**config.mk**
```make
export PLATFORM = sky130hd
export DESIGN_NAME = gpio_chg_port
export DESIGN_NICKNAME = d
export VERILOG_FILES = /design/src/rtl/gpio_chg_pkg.sv /design/src/rtl/gpio_port_regs.sv /design/src/rtl/gpio_chg_det.sv /design/src/rtl/gpio_chg_port.sv
export SDC_FILE = /design/constraint.sdc
export NUM_CORES = 1
export LEC_CHECK = 0
export ABC_AREA = 1
export BUFFER_PORTS_ARGS = -buffer_cell sky130_fd_sc_hd__buf_2
export CORE_UTILIZATION = 30
export DETAILED_ROUTE_END_ITERATION = 12
export GPL_TIMING_DRIVEN = 0
export HOLD_SLACK_MARGIN = 0.1
export PLACE_DENSITY_LB_ADDON = 0.3
export SLEW_MARGIN = 20
export SYNTH_ARGS = -nofsm -noshare
export SYNTH_HDL_FRONTEND = slang
export SYNTH_SLANG_ARGS = --single-unit
```
**constraint.sdc**
```tcl
create_clock -name clk -period 0.9 [get_ports clk]
set_input_delay 0 -clock clk [delete_from_list [all_inputs] [get_ports clk]]
set_output_delay 0 -clock clk [all_outputs]
set_load 0.02 [all_outputs]
```
**src/rtl/gpio_chg_pkg.sv**
```systemverilog
package gpio_chg_pkg;
  localparam int PORT_W = 8;
  localparam int CHG_LO = 4;
  localparam int CHG_N  = PORT_W - CHG_LO;

  typedef logic [PORT_W-1:0] port_t;

  // Bits that take part in change detection.
  function automatic port_t chg_window();
    port_t m;
    for (int i = 0; i < PORT_W; i++) m[i] = (i >= CHG_LO);
    return m;
  endfunction

  // Pull-ups only on inputs, only while the global disable is low.
  function automatic port_t pullup_map(port_t dir, logic pu_off);
    return pu_off ? '0 : dir;
  endfunction

  // Per-pin disagreement between pins and snapshot, restricted to
  // inputs inside the change window.
  function automatic port_t chg_diff(port_t pins, port_t snap, port_t dir);
    return (pins ^ snap) & dir & chg_window();
  endfunction
endpackage

```
**src/rtl/gpio_port_regs.sv**
```systemverilog
module gpio_port_regs
  import gpio_chg_pkg::*;
(
  input  logic  clk,
  input  logic  rst_n,
  input  logic  port_wr,
  input  logic  dir_wr,
  input  logic  pu_wr,
  input  logic  pu_off_d,
  input  port_t wdata,
  output port_t out_q,
  output port_t dir_q,
  output logic  pu_off_q
);
  always_ff @(posedge clk or negedge rst_n) begin
    if (!rst_n) out_q <= '0;
    else if (port_wr) out_q <= wdata;
  end

  always_ff @(posedge clk or negedge rst_n) begin
    if (!rst_n) dir_q <= '1;
    else if (dir_wr) dir_q <= wdata;
  end

  always_ff @(posedge clk or negedge rst_n) begin
    if (!rst_n) pu_off_q <= 1'b1;
    else if (pu_wr) pu_off_q <= pu_off_d;
  end
endmodule

```
**src/rtl/gpio_chg_det.sv**
```systemverilog
module gpio_chg_det
  import gpio_chg_pkg::*;
(
  input  logic  clk,
  input  logic  rst_n,
  input  port_t pin_in,
  input  port_t dir_q,
  input  logic  port_rd,
  input  logic  port_wr,
  input  logic  flag_clr,
  output port_t snap_q,
  output logic  mismatch,
  output logic  flag_q
);
  logic snap_load;
  assign snap_load = port_rd | port_wr;

  for (genvar i = 0; i < PORT_W; i++) begin : g_snap
    if (i >= CHG_LO) begin : g_live
      logic bit_q;
      always_ff @(posedge clk or negedge rst_n) begin
        if (!rst_n) bit_q <= 1'b0;
        else if (snap_load) bit_q <= pin_in[i];
      end
      assign snap_q[i] = bit_q;
    end else begin : g_tie
      assign snap_q[i] = 1'b0;
    end
  end

  port_t diff;
  assign diff     = chg_diff(pin_in, snap_q, dir_q);
  assign mismatch = |diff;

  always_ff @(posedge clk or negedge rst_n) begin
    if (!rst_n) flag_q <= 1'b0;
    else if (mismatch) flag_q <= 1'b1;
    else if (flag_clr) flag_q <= 1'b0;
  end
endmodule

```
**src/rtl/gpio_chg_port.sv**
```systemverilog
module gpio_chg_port
  import gpio_chg_pkg::*;
(
  input  logic              clk,
  input  logic              rst_n,
  input  logic [PORT_W-1:0] pin_in,
  input  logic              port_wr,
  input  logic              port_rd,
  input  logic              dir_wr,
  input  logic              dir_rd,
  input  logic              pu_wr,
  input  logic              pu_off_d,
  input  logic              flag_clr,
  input  logic [PORT_W-1:0] wdata,
  output logic [PORT_W-1:0] rdata,
  output logic [PORT_W-1:0] out_val,
  output logic [PORT_W-1:0] oe,
  output logic [PORT_W-1:0] pu_en,
  output logic              chg_flag,
  output logic              wake_req
);
  port_t dir_q, out_q, snap_q;
  logic  pu_off_q, mismatch, flag_q;

  gpio_port_regs u_regs (
    .clk(clk), .rst_n(rst_n), .port_wr(port_wr), .dir_wr(dir_wr),
    .pu_wr(pu_wr), .pu_off_d(pu_off_d), .wdata(wdata),
    .out_q(out_q), .dir_q(dir_q), .pu_off_q(pu_off_q)
  );

  gpio_chg_det u_det (
    .clk(clk), .rst_n(rst_n), .pin_in(pin_in), .dir_q(dir_q),
    .port_rd(port_rd), .port_wr(port_wr), .flag_clr(flag_clr),
    .snap_q(snap_q), .mismatch(mismatch), .flag_q(flag_q)
  );

  always_comb begin
    if (port_rd)     rdata = pin_in;
    else if (dir_rd) rdata = dir_q;
    else             rdata = '0;
  end

  assign out_val  = out_q;
  assign oe       = ~dir_q;
  assign pu_en    = pullup_map(dir_q, pu_off_q);
  assign chg_flag = flag_q;
  assign wake_req = flag_q;
endmodule

```
==> run metrics <==
largest family of logic cells by synthesized area=simple AND/OR/NAND/NOR gates; CTS Buf Count=3; layout cell share with drive strength beyond 1=0.592; # DRC=0; Worst Path Max Fanout=4; Tmin final=around 1.2 ns; Synth cell types=15; Peak VDD IR=0.000821 V; combinational power share=0.403; P_sw=between 0.9 and 1 mW; Post-Layout Cell Count=252; Worst Setup End Kind=output port; nets=~230; crit share post-route=1.31; sequential power share=0.430; Initial Utilization=0.314; Mapped Nets=142; switching portion of total power=0.330; busiest metal layer after global routing=met2; placed cells=220; Max stage delay on crit path=0.56 ns; critical path cell sequence=inv_4, o21ai_2, buf_6; wire length per cell=13.0 µm; routability cong.=0.734; CTS root buf=clkbuf_4; launching point of the worst reg2reg path=u_regs.dir_q[5]; critical path type=register to output port; H-tree levels=1; post-synthesis simple-gate area fraction=0.175; P_leak=0.972 nW; Setup-failing EPs final=28; mapped cell area=0.00105 mm²; 1st-iter DRT viols=46; fmax=0.848 GHz; final instance area=about 0.0020 mm²; Slew Limit Fails=0; met3 Usage GRT=0.0336; xor/xnor share of the synthesized area=0; Worst Reg-to-Reg Cells=5; CTS tree=built; Detailed Route WL=3280 µm; area share of fa/ha/maj cells after synthesis=0; die height=approximately 60 µm; Pwr Density=1360 mW/mm²; CTS sink count=22; Ports=59; global route overflow=0; RSZ-0062 raised after global routing=yes; first-pass GRT wire length=approximately 5100 µm; Arrival @ worst endpoint=between 1 and 1.5 ns; initial antenna violation count=0; CTS Buffer Depth=2; syn_area_per_cell=around 9.0 µm²; hold crit path type=input pin to asynchronous set/reset pin; flops & latches, synth=22; Worst Path Buf+Inv=2; Core Area=0.00334 mm²; drt pass-1 iters=4; vias=~1100; complex-gate fraction of the synthesized area=0.100; All-Layer GR Usage=0.183; remaining antenna violation count=0; largest net degree at the start of global routing=23; Critical-path top delay cell=dfstp_2; outcome=complete, but fails checks; critical path required time=0.90 ns; Slew @ Worst Pin=slightly above 0.5 ns; P_int=1.85 mW; Clock Power Share=0.167; GR Util met2=0.335; Rel. slew slack=0.665; Antenna diodes=0; worst hold slack=0.198 ns; failing checks=negative setup slack; Synth-to-Final Area Change=94.0%; post-synthesis mux area share=0.0967; vias in the first global route=about 1200; placed instance area=0.00145 mm²; Cell Rows=21; die area=between 0.003 and 0.004 mm²; Worst R2R Setup Slack=-0.06 ns; clock skew=0.00527 ns; Cells after Synth=roughly 120; synth warn=0; Final Hold Vio Count=0; clk slew on worst S/H paths=0.12 ns; critical path startpoint category=register; Via density=4.49; reg2reg end=u_det.flag_q; worst setup margin=-0.279 ns; sequential area share after synthesis=0.536; input/output buffers=between 50 and 60; met1 Usage GRT=0.215; Max Cap Viol=0; Clock Latency Late Sink=0.30 ns; Die W=61.1 µm; Crit path max-delay family=flip-flops; DP HPWL=2050 µm
==> worst reg2reg max path, delay by kind of cell (launching register included) <==
family / cells / cell delay [ns]
flip-flops: 1 / 0.58
buffers and inverters: 1 / 0.11
AND/OR/NAND/NOR: 4 / 0.22
==> placed cells by master (no fill, tap or decap), types with 2 or more instances in the layout <==
master         Yosys  layout
o21ai_0           16       8
mux2_2             9       8
nor2_1            11       3
o21ai_2            0       8
buf_4              1       3
nand2_1           28      28
dlygate4sd3_1      0      19
inv_4              0       7
o22ai_4            0       2
inv_2              1       2
buf_2              2      26
nor2_2             0       5
clkbuf_4           0       3
nand3_1            3       3
buf_6              1      41
inv_1             17       9
dfstp_2            9       9
nor2_4             1       4
dfrtp_1           13      13
o22ai_2            0       2
==> cells by family after synthesis <==
family / Yosys count
flip-flops: 22
buffers and inverters: 22
AO/OA/AOI/OAI: 20
multiplexers: 9
AND/OR/NAND/NOR: 44
==> layout make-up <==
cell class / count / area (µm²)
plain buffers: 3 / 27.5
well taps: 46 / 57.6
multi-input cells: 73 / 499
flip-flops and latches: 22 / 562
fillers: 289 / 1300
repair buffers: 86 / 777
clock buffers: 4 / 26.3
inverters: 18 / 85.1
==> registers in the layout (all words and copies together) (netlist names) <==
register	count
u_det.g_snap.g_live.bit_q	4
u_det.flag_q	1
u_regs.out_q	8
u_regs.pu_off_q	1
u_regs.dir_q	8
==> stage by stage <==
stage	worst slack [ns]	util	setup TNS [ns]	power, mW
floorplan	-0.0737	-	-0.116	1.62
global placement	-0.106	0.433	-0.643	1.87
detailed placement	-0.114	0.433	-0.727	1.89
CTS	-0.284	0.566	-5.59	2.64
global route	-0.338	0.610	-7.42	2.92
finish	-0.279	0.610	-5.88	2.76
==> per-layer routing <==
metal  share of wire  up-vias
li1                -      552
met1            0.41      536
met2            0.52       37
met3           0.055        6
met4           0.016        0
met5               0        -
==> synthesized netlist by cell type <==
master / instances / share of area
dfstp_2: 9 / 0.23
nor2_4: 1 / 0.011
inv_2: 1 / 0.0036
inv_1: 17 / 0.061
mux2_2: 9 / 0.097
nand2_1: 28 / 0.10
nand2_4: 1 / 0.011
buf_6: 1 / 0.011
o22ai_1: 4 / 0.024
o21ai_0: 16 / 0.076
buf_4: 1 / 0.0072
nor2_1: 11 / 0.039
nand3_1: 3 / 0.014
buf_2: 2 / 0.0095
dfrtp_1: 13 / 0.31
==> worst max-delay path by stage <==
stage	start	cells after the start	to	slack [ns]
final	u_regs.dir_q[3]	3	rdata[3]	-0.28
after global routing	u_regs.dir_q[5]	3	rdata[5]	-0.34
after global placement	u_regs.pu_off_q	2	u_regs.pu_off_q	-0.11
after floorplan	u_regs.dir_q[0]	2	rdata[0]	-0.07
after CTS	u_regs.pu_off_q	3	pu_en[7]	-0.28
after detailed placement	u_regs.pu_off_q	2	u_regs.pu_off_q	-0.11
==> repair_timing <==
item | 4_1_cts | 5_1_grt
hold endpoints to repair | 44 | 0
resized for setup | 71 | 33
endpoints found under the setup margin | 26 | 39
pin swaps | 9 | 10
setup buffers | 6 | 4
hold buffers | 19 | 0
==> power by group through the flow <==
stage          logic, mW  clock network, mW  registers (mW)
2_1_floorplan      0.396                  0            1.22
3_3_place_gp       0.706                  0            1.17
3_5_place_dp       0.719                  0            1.17
4_1_cts            0.987              0.479            1.17
5_1_grt             1.19              0.530            1.20
6_report            1.11              0.461            1.19
(Power assumes the default switching activity.)
